**config.mk**
```make
export PLATFORM = sky130hd
export DESIGN_NAME = rx_stream_ctrl
export DESIGN_NICKNAME = d
export VERILOG_FILES = /design/src/rtl/rx_stream_pkg.sv /design/src/rtl/rx_cmd_queue.sv /design/src/rtl/rx_entry_reg.sv /design/src/rtl/rx_stream_ctrl.sv
export SDC_FILE = /design/constraint.sdc
export NUM_CORES = 1
export LEC_CHECK = 0
export ABC_CLOCK_PERIOD_IN_PS = 12800
export CORE_MARGIN = 5
export CORE_UTILIZATION = 47
export DETAILED_ROUTE_END_ITERATION = 12
export PLACE_DENSITY_LB_ADDON = 0.1
export SLEW_MARGIN = 20
export SYNTH_ARGS = -nofsm -noshare
export SYNTH_HDL_FRONTEND = slang
export SYNTH_SLANG_ARGS = --single-unit
```
**constraint.sdc**
```tcl
create_clock -name clk -period 12.8 [get_ports clk]
set_input_delay 3.84 -clock clk [delete_from_list [all_inputs] [get_ports clk]]
set_output_delay 3.84 -clock clk [all_outputs]
set_load 0.03 [all_outputs]
```
**src/rtl/rx_stream_pkg.sv**
```systemverilog
package rx_stream_pkg;
  localparam int FLAG_W  = 5;
  localparam int LINES_W = 29;
  localparam int FLG_SOB = 0;
  localparam int FLG_EOB = 1;
  localparam int FLG_OVR = 2;
  localparam int FLG_LATE = 3;
  localparam int FLG_BRK = 4;
  localparam logic [7:0] CFG_CMD   = 8'd0;
  localparam logic [7:0] CFG_SECS  = 8'd1;
  localparam logic [7:0] CFG_TICKS = 8'd2;

  typedef struct packed {
    logic               imm;
    logic               chain;
    logic [LINES_W-1:0] lines;
    logic [63:0]        start;
  } rx_cmd_t;

  typedef enum logic [2:0] {ST_IDLE, ST_WAIT, ST_RUN, ST_ERR, ST_DRAIN} rx_state_e;

  function automatic logic start_missed(input logic [63:0] start, input logic [63:0] now);
    return start < now;
  endfunction

  function automatic logic [FLAG_W-1:0] mk_flags(input logic sob, input logic eob,
                                                 input logic ovr, input logic late,
                                                 input logic brk);
    logic [FLAG_W-1:0] f;
    f = '0;
    f[FLG_SOB] = sob;
    f[FLG_EOB] = eob;
    f[FLG_OVR] = ovr;
    f[FLG_LATE] = late;
    f[FLG_BRK] = brk;
    return f;
  endfunction
endpackage

```
**src/rtl/rx_cmd_queue.sv**
```systemverilog
module rx_cmd_queue import rx_stream_pkg::*; #(
  parameter int DEPTH = 8
) (
  input  logic    clk,
  input  logic    rst,
  input  logic    clear,
  input  logic    push,
  input  rx_cmd_t din,
  input  logic    pop,
  output rx_cmd_t head,
  output logic    empty
);
  localparam int AW = (DEPTH > 1) ? $clog2(DEPTH) : 1;
  localparam int CW = AW + 1;
  localparam logic [AW-1:0] LAST = AW'(DEPTH - 1);

  rx_cmd_t        mem [DEPTH];
  logic [AW-1:0]  wr_ptr, rd_ptr;
  logic [CW-1:0]  count;
  logic           full, do_push, do_pop;

  function automatic logic [AW-1:0] bump(input logic [AW-1:0] p);
    return (p == LAST) ? '0 : p + AW'(1);
  endfunction

  assign empty   = (count == '0);
  assign full    = (count == CW'(DEPTH));
  assign do_pop  = pop && !empty;
  assign do_push = push && (!full || do_pop);
  assign head    = mem[rd_ptr];

  always_ff @(posedge clk) begin
    if (do_push) mem[wr_ptr] <= din;
  end

  always_ff @(posedge clk) begin
    if (rst || clear) begin
      wr_ptr <= '0;
      rd_ptr <= '0;
      count  <= '0;
    end else begin
      if (do_push) wr_ptr <= bump(wr_ptr);
      if (do_pop)  rd_ptr <= bump(rd_ptr);
      case ({do_push, do_pop})
        2'b10:   count <= count + CW'(1);
        2'b01:   count <= count - CW'(1);
        default: count <= count;
      endcase
    end
  end


  no_underflow_chk: assert property (@(posedge clk) disable iff (rst) pop |-> !empty);
endmodule

```
**src/rtl/rx_entry_reg.sv**
```systemverilog
module rx_entry_reg #(
  parameter int W = 101
) (
  input  logic         clk,
  input  logic         rst,
  input  logic         clear,
  input  logic         load,
  input  logic [W-1:0] din,
  input  logic         ready,
  output logic         valid,
  output logic [W-1:0] dout,
  output logic         free
);
  assign free = !valid || ready;

  always_ff @(posedge clk) begin
    if (rst || clear) begin
      valid <= 1'b0;
      dout  <= '0;
    end else if (load) begin
      valid <= 1'b1;
      dout  <= din;
    end else if (ready) begin
      valid <= 1'b0;
    end
  end


  hold_stable_chk: assert property (@(posedge clk) disable iff (rst)
    (valid && !ready && !clear) |=> (valid && $stable(dout)));

  no_overwrite_chk: assert property (@(posedge clk) disable iff (rst) load |-> free);
endmodule

```
**src/rtl/rx_stream_ctrl.sv**
```systemverilog
module rx_stream_ctrl import rx_stream_pkg::*; #(
  parameter int CHANS  = 1,
  parameter int QDEPTH = 8
) (
  input  logic                          clk,
  input  logic                          rst,
  input  logic                          clear,
  input  logic                          cfg_stb,
  input  logic [7:0]                    cfg_addr,
  input  logic [31:0]                   cfg_data,
  input  logic [63:0]                   now_time,
  input  logic                          strobe,
  input  logic [32*CHANS-1:0]           sample,
  output logic                          run,
  output logic                          overrun,
  output logic [64+FLAG_W+32*CHANS-1:0] fifo_data,
  output logic                          fifo_valid,
  input  logic                          fifo_ready
);
  localparam int SW = 32 * CHANS;
  localparam int EW = 64 + FLAG_W + SW;

  // settings assembly
  logic [LINES_W+1:0] cw_q;
  logic [31:0]        secs_q;
  logic               push_cmd;
  rx_cmd_t            new_cmd;
  logic               unused_reload;

  assign unused_reload = cfg_data[29];
  assign push_cmd = cfg_stb && (cfg_addr == CFG_TICKS);
  assign new_cmd  = '{imm: cw_q[LINES_W+1], chain: cw_q[LINES_W],
                      lines: cw_q[LINES_W-1:0], start: {secs_q, cfg_data}};

  always_ff @(posedge clk) begin
    if (rst) begin
      cw_q   <= '0;
      secs_q <= '0;
    end else if (cfg_stb) begin
      if (cfg_addr == CFG_CMD)  cw_q   <= {cfg_data[31:30], cfg_data[LINES_W-1:0]};
      if (cfg_addr == CFG_SECS) secs_q <= cfg_data;
    end
  end

  // command queue
  rx_cmd_t head;
  logic    q_empty, q_pop;

  rx_cmd_queue #(.DEPTH(QDEPTH)) u_queue (
    .clk(clk), .rst(rst), .clear(clear), .push(push_cmd), .din(new_cmd),
    .pop(q_pop), .head(head), .empty(q_empty));

  // control state
  rx_state_e          state;
  logic [LINES_W-1:0] remaining;
  logic               cur_chain, first_q;
  logic [63:0]        start_q;
  logic [FLAG_W-1:0]  err_flags_q;

  logic slot_free, in_run, accept, ovr_ev, last_acc;
  logic chain_next, term_zero, brk_ev, eob_now, idle_pop, err_load, ent_load, head_late;
  logic [EW-1:0] ent_din;

  assign in_run     = (state == ST_RUN);
  assign accept     = in_run && strobe && slot_free;
  assign ovr_ev     = in_run && strobe && !slot_free;
  assign last_acc   = accept && (remaining == LINES_W'(1));
  assign chain_next = last_acc && cur_chain && !q_empty;
  assign term_zero  = chain_next && (head.lines == '0);
  assign brk_ev     = last_acc && cur_chain && q_empty;
  assign eob_now    = last_acc && (!cur_chain || term_zero);
  assign idle_pop   = (state == ST_IDLE) && !q_empty;
  assign q_pop      = idle_pop || chain_next;
  assign err_load   = (state == ST_ERR) && slot_free;
  assign ent_load   = accept || err_load;
  assign head_late  = !head.imm && start_missed(head.start, now_time);
  assign ent_din    = accept ? {now_time, mk_flags(first_q, eob_now, 1'b0, 1'b0, 1'b0), sample}
                             : {now_time, err_flags_q, {SW{1'b0}}};

  assign run     = in_run;
  assign overrun = ovr_ev;

  always_ff @(posedge clk) begin
    if (rst || clear) begin
      state       <= ST_IDLE;
      remaining   <= '0;
      cur_chain   <= 1'b0;
      first_q     <= 1'b0;
      start_q     <= '0;
      err_flags_q <= '0;
    end else begin
      case (state)
        ST_IDLE: if (!q_empty) begin
          cur_chain <= head.chain;
          remaining <= head.lines;
          start_q   <= head.start;
          first_q   <= 1'b1;
          if (head.lines == '0)          state <= ST_IDLE;
          else if (head.imm)             state <= ST_RUN;
          else if (head_late) begin
            err_flags_q <= mk_flags(1'b0, 1'b1, 1'b0, 1'b1, 1'b0);
            state       <= ST_ERR;
          end
          else if (head.start == now_time) state <= ST_RUN;
          else                           state <= ST_WAIT;
        end
        ST_WAIT: if (now_time >= start_q) state <= ST_RUN;
        ST_RUN: begin
          if (ovr_ev) begin
            err_flags_q <= mk_flags(1'b0, 1'b1, 1'b1, 1'b0, 1'b0);
            state       <= ST_ERR;
          end else if (accept) begin
            first_q   <= 1'b0;
            remaining <= remaining - LINES_W'(1);
            if (last_acc) begin
              if (brk_ev) begin
                err_flags_q <= mk_flags(1'b0, 1'b1, 1'b0, 1'b0, 1'b1);
                state       <= ST_ERR;
              end else if (chain_next && !term_zero) begin
                remaining <= head.lines;
                cur_chain <= head.chain;
              end else begin
                state <= ST_IDLE;
              end
            end
          end
        end
        ST_ERR:   if (slot_free) state <= ST_DRAIN;
        ST_DRAIN: if (fifo_valid && fifo_ready) state <= ST_IDLE;
        default:  state <= ST_IDLE;
      endcase
    end
  end

  rx_entry_reg #(.W(EW)) u_entry (
    .clk(clk), .rst(rst), .clear(clear), .load(ent_load), .din(ent_din),
    .ready(fifo_ready), .valid(fifo_valid), .dout(fifo_data), .free(slot_free));


  ovr_pulse_chk: assert property (@(posedge clk) disable iff (rst) overrun |=> (!overrun && !run));

  clear_idle_chk: assert property (@(posedge clk) disable iff (rst) clear |=> (!run && !fifo_valid));

  late_norun_chk: assert property (@(posedge clk) disable iff (rst || clear)
    (idle_pop && head.lines != '0 && head_late) |=> !run);

  eob_stop_chk: assert property (@(posedge clk) disable iff (rst || clear) eob_now |=> !run);
endmodule

```
# Yosys cells after proc, flatten, opt, wreduce, memory -nomap -nowiden
# Memory sizes are Yosys's and may differ from the RTL's. A register that Yosys moved wholly into a read port is not among the register bits.
# Cells that the tools add are included.
# op_classes
bitwise_logic,1
muxes,51
n_eq_ne,29
n_reduce_logical,44
add_sub_neg,5
magnitude_cmp,2
# op_table
cell,count
two-way mux 29 bit,6
== test 64 bit,1
greater-or-equal comparator 64 bit,1
less-than comparator 64 bit,1
case mux 29 bit (2 select lines),1
two-way mux 5 bit,8
two-way mux 3 bit,13
two-way mux 37 bit,1
== test 29 x 1 -> 1 bit (second input constant),1
zero test 29 bit,1
subtractor 29 x 1 -> 29 bit (second input constant),1
inequality test 2 bit (second input constant),9
logical AND 1 bit,17
case mux 3 bit (5 select lines),1
AND reduction 7 bit,2
two-way mux 1 bit,13
case mux 5 bit (2 select lines),1
== test 3 bit (second input constant),3
inequality test 3 x 2 -> 1 bit (second input constant),3
== test 8 x 1 -> 1 bit (second input constant),1
== test 8 x 2 -> 1 bit (second input constant),1
zero test 8 bit,1
two-way mux 2 bit,4
case mux 4 bit (2 select lines),1
20 further kinds,40
# word_totals
out_inout_bits,104
input_bits,142
elab_cells,146
ramBits,760
n_memories,1
register_bits,278
# mem_list
name,words,word_bits,read_ports,rd_clocked_by_memory_dff,wr,line,text
u_queue.mem,8,95,1,1,1,rx_cmd_queue.sv:17,rx_cmd_t mem [DEPTH];

# Logic depth before layout (Yosys ltp)
# depth
word_depth,15
ltp_mapped,19
mapped_depth_nobuf,16

# Hierarchy
# Synthesis repeated with hierarchy kept, for this count alone.
# unflattened
cells_unflattened,2903
area_unflattened_um2,43170.2
# by_module_without_submodules
mod,seq_area_each_um2,cells_each,instances,area_each_um2
rx_cmd_queue,23082.1,1176,1,29178.0
rx_stream_ctrl,3303.2,1396,1,10227.3
rx_entry_reg,2042.0,331,1,3764.9

# Worst setup path before layout
# Ideal clock, no wire load.
# synth_timing
kind,input -> register
startpoint,in strobe
endpoint,mem u_queue.mem[4][0] in the netlist's numbering (enable)
path_buffers,0
slack_ps,-273
stages,8
setup_ps,685
required_ps,12115
arrival_time_ps,12389
path_cell_list,and4bb_2 -> nand2_1 -> nor4_1 -> nand2_1 -> and4_1 -> nor4b_4 -> nand2b_1 -> nor3b_1
# synth_via
elab_chain_cells,11
# synth_rtl
item,line,text
start: declaration,rx_stream_ctrl.sv:12,"input logic strobe,"
logical AND 1 bit (2 in series),rx_stream_ctrl.sv:65,assign accept = in_run && strobe && slot_free;
logical AND 1 bit,rx_stream_ctrl.sv:67,assign last_acc = accept && (remaining == LINES_W'(1));
logical AND 1 bit (2 in series),rx_stream_ctrl.sv:68,assign chain_next = last_acc && cur_chain && !q_empty;
logical OR 1 bit,rx_stream_ctrl.sv:73,assign q_pop = idle_pop || chain_next;
logical AND 1 bit,rx_cmd_queue.sv:28,assign do_pop = pop && !empty;
logical OR 1 bit,rx_cmd_queue.sv:29,assign do_push = push && (!full || do_pop);
logical AND 1 bit,rx_cmd_queue.sv:29,
two-way mux 1 bit,rx_cmd_queue.sv:33,if (do_push) mem[wr_ptr] <= din;
two-way mux 1 bit (implied by the code),rx_cmd_queue.sv:33,
end: declaration,rx_cmd_queue.sv:17,
# No other way between the ends.

# Worst setup path after layout
# layout_timing
startpoint,in fifo_ready
endpoint,out overrun
# layout_via
elab_chain_cells,3
# layout_rtl
item,line,text
start: declaration,rx_stream_ctrl.sv:18,input logic fifo_ready
logical OR 1 bit,rx_entry_reg.sv:14,assign free = !valid || ready;
zero test 1 bit,rx_stream_ctrl.sv:66,assign ovr_ev = in_run && strobe && !slot_free;
logical AND 1 bit,rx_stream_ctrl.sv:66,
end: declaration,rx_stream_ctrl.sv:15,"output logic overrun,"
# No other way between the ends.

==> results.yml <==
logic_synthesis:
  syn_nets: 3409
  synth_edf_count: 760
  yosysWarnings: 0
  netlist_area_um2: 43200
  synthCells: 3129
  async_flop_share: 0
  avgSynthCellArea_um2: 13.8
  ys_ff_latch: 1040
  synth.distinct_cells: 79
  synth_ff_type: "edfxtp_1"
  yosysSeqAreaShare: 0.658
floorplanning:
  initial_core_util: 0.472
  core_area_um2: 91400
  die_w_um: 313
  die_h_um: 313
  ios: 246
  dieArea_um2: 98000
  row_count: 111
pwr:
  seqPwrFrac: 0.525
  power.density_nw_per_um2: 135
  p_clk_frac: 0.453
  leakage_nw: 17.7
  sw_frac_of_total: 0.205
  p_int_w: 0.00543
  p_comb_frac: 0.022
  peakVddDrop_mv: 0.109
  switching_power_w: 0.00140
placement:
  portBuffers: 245
  dp_hpwl_mm: 73.1
  gp_congestion: 0.892
  pre_cts_slack_ps: 3300
  placed_cells: 4440
sta:
  slew_headroom: 0.249
  timing.fmax_mhz: 105
  worst_slew_pin_slew_ps: 1130
  setup_viol: 0
  clock_skew_ps: 31.7
  rsz0062_at_grt: "false"
  drv_slew: 0
  hold_violations: 0
  period_needed_ps: 9540
  fin_ws_ps: 3260
  post-route-period-util: 0.746
  hold_slack_ps: 454
detailed_routing:
  routed_via_density: 5.85
  drc: 0
  vias: 27200
  route.antenna.remaining_nets: 0
  wl_mm: 116
  drt_iter0_drc: 2258
  dr.pass1.iters: 6
  routedWlPerCell_um: 24.9
clock_network:
  clk_path_buf_depth: 3
  cts_sinks: 1040
  post_cts_buffers: 0
  numCtsBuffers: 109
  cts-resized-gates: 0
  cts_root_buf: "clkbuf_16"
  cts_tree: "yes"
  cts_max_level: 3
  cts_hold_buf: 0
  path_clk_slew_ps: 60
  worst_skew_pair.late_latency_ps: 690
global_routing:
  antenna_found_initial: 6
  grt_first_pass_wirelength_mm: 172
  grt_pass1_vias: 27400
  grt_overflow: 0
  grt.total_usage: 0.232
  grt_max_degree: 163
setup_path:
  crit_family: "buffers and inverters"
  critPathMaxStageDelay_ps: 770
  setup.worst_path.end_class: "output port"
  startpoint_type: "input port"
  cp_cell_sequence: "clkdlybuf4s50_1, nand2b_1, nor2_1, clkdlybuf4s50_1"
  worst_ep_required_time_ps: 8960
  crit_type: "in2out"
  cp.arrival_ps: 5700
  path_buf_inv: 2
  crit_top_cell: "clkdlybuf4s50_1"
  crit_fanout: 7
  cp_slowest_cell: "clkdlybuf4s50_1"
  critPathLaunch: "fifo_ready"
cells_and_area:
  drive_above_1_share: 0.128
  final_net_count: 3645
  syn_to_final_growth_pct: 16.9
  fin_cells: 4651
status:
  status: "completed"
flow_run:
  drv_cap: 0
min_path:
  hp-start: "u_entry.dout[58]$_SDFFE_PP0P_"
  hp-class: "reg2reg"
-- tightest hold or removal path, stage by stage (launching register included) --
cell     delay, ps
dfxtp_1        310
nand2_1         50
a21oi_1         50
-- kinds of logic after synthesis --
kind of cell	share of synthesized area
AO/OA/AOI/OAI	0.0696
buffers and inverters	0.0282
flip-flops	0.658
AND/OR/NAND/NOR	0.0952
adder cells (fa/ha/maj)	0.0402
multiplexers	0.108
XOR/XNOR	0.000812
-- through the flow --
step / utilization / setup TNS, ps / power [W] / area (µm²)
after floorplan: - / -49290 / 0.00371 / 43200
after global placement: 0.513 / 0 / 0.00380 / 46900
after detailed placement: 0.513 / 0 / 0.00380 / 46900
after CTS: 0.552 / 0 / 0.00690 / 50400
after global routing: 0.552 / 0 / 0.00705 / 50400
final: 0.552 / 0 / 0.00683 / 50400
-- synth_stat cells (all sizes together) (8+ instances only) --
cell | number | area (µm²)
edfxtp | 760 | 22800
mux4 | 190 | 4280
a211oi | 78 | 591
or3 | 23 | 144
nor2 | 169 | 634
ha | 137 | 1710
a22oi | 39 | 293
inv | 151 | 567
o21ai | 46 | 230
clkbuf | 97 | 364
a21o | 13 | 97.6
nor3 | 54 | 275
nand4 | 31 | 194
nand3 | 38 | 203
nor4 | 20 | 144
a31oi | 11 | 68.8
nand2b | 11 | 68.8
a21oi | 211 | 1070
nand2 | 543 | 2040
mux2i | 31 | 310
o22ai | 10 | 68.8
or4 | 11 | 82.6
o211ai | 8 | 60.1
buf | 60 | 285
dfxtp | 280 | 5610
-- power groups by stage --
stage	Sequential (W)	Combinational (W)	Clock, W
finish	0.00358	0.000151	0.00309
global route	0.00358	0.000164	0.00330
detailed placement	0.00365	0.000150	0
floorplan	0.00365	0.0000512	0
global placement	0.00365	0.000146	0
CTS	0.00358	0.000152	0.00316
-- path summary, 6_finish.rpt --
| check | end | slack (ps) | depth (start not counted) |
|---|---|---|---|
| max | overrun | 3260 | 4 |
| min | u_entry.dout[58]$_SDFFE_PP0P_ | 450 | 2 |
| max reg2reg | err_flags_q[3]$_SDFFE_PP0P_ | 7060 | 15 |
| min reg2reg | u_entry.dout[58]$_SDFFE_PP0P_ | 450 | 2 |
-- state kept, by name, indices dropped and copies added, names as in the netlist, named ones only --
register        count
u_queue.count       4
cw_q               31
state               3
err_flags_q         4
remaining          29
secs_q             32
u_entry.valid       1
cur_chain           1
u_queue.mem       760
first_q             1
u_queue.wr_ptr      3
u_entry.dout      101
start_q            64
u_queue.rd_ptr      3
-- layer usage --
metal,vias up,track usage,routed length [µm]
met5,-,0.00741,104
met4,4,0.0566,2320
met3,140,0.0591,10700
met2,1044,0.375,54100
met1,13800,0.319,48500
li1,12300,-,-
-- placed cells by master (no fill, tap or decap), types with 7 or more instances in the layout --
| cell type | netlist | layout |
|---|---|---|
| clkinv_1 | 0 | 17 |
| o211ai_1 | 8 | 8 |
| ha_1 | 137 | 137 |
| or4_1 | 11 | 11 |
| bufinv_16 | 0 | 7 |
| nand2_1 | 543 | 541 |
| dfxtp_1 | 280 | 277 |
| a22oi_1 | 39 | 39 |
| or3_1 | 23 | 23 |
| clkbuf_1 | 97 | 19 |
| nand4_1 | 31 | 31 |
| o21ai_0 | 43 | 43 |
| a21o_1 | 13 | 13 |
| clkbuf_16 | 0 | 110 |
| nor2_1 | 169 | 165 |
| inv_1 | 151 | 150 |
| nor4_1 | 17 | 17 |
| a21oi_1 | 210 | 210 |
| edfxtp_1 | 760 | 760 |
| nor3_1 | 53 | 49 |
| o22ai_1 | 9 | 9 |
| a211oi_1 | 77 | 77 |
| mux4_2 | 190 | 190 |
| nand3_1 | 37 | 37 |
| mux2i_1 | 31 | 31 |
| clkinv_2 | 0 | 31 |
| nand2b_1 | 11 | 10 |
| clkbuf_8 | 0 | 11 |
| a31oi_1 | 11 | 11 |
| clkdlybuf4s50_1 | 0 | 244 |
| buf_4 | 1 | 34 |
-- final cells by class --
type / count / area (µm²)
Antenna cell: 4 / 10.0
Clock buffer: 140 / 2980
Clock inverter: 67 / 581
Fill cell: 7401 / 40900
Inverter: 151 / 567
Multi-Input combinational cell: 1781 / 13600
Sequential cell: 1040 / 28400
Tap cell: 1186 / 1480
Timing Repair Buffer: 282 / 2760
Note: power is estimated with default switching activity, not from simulation.
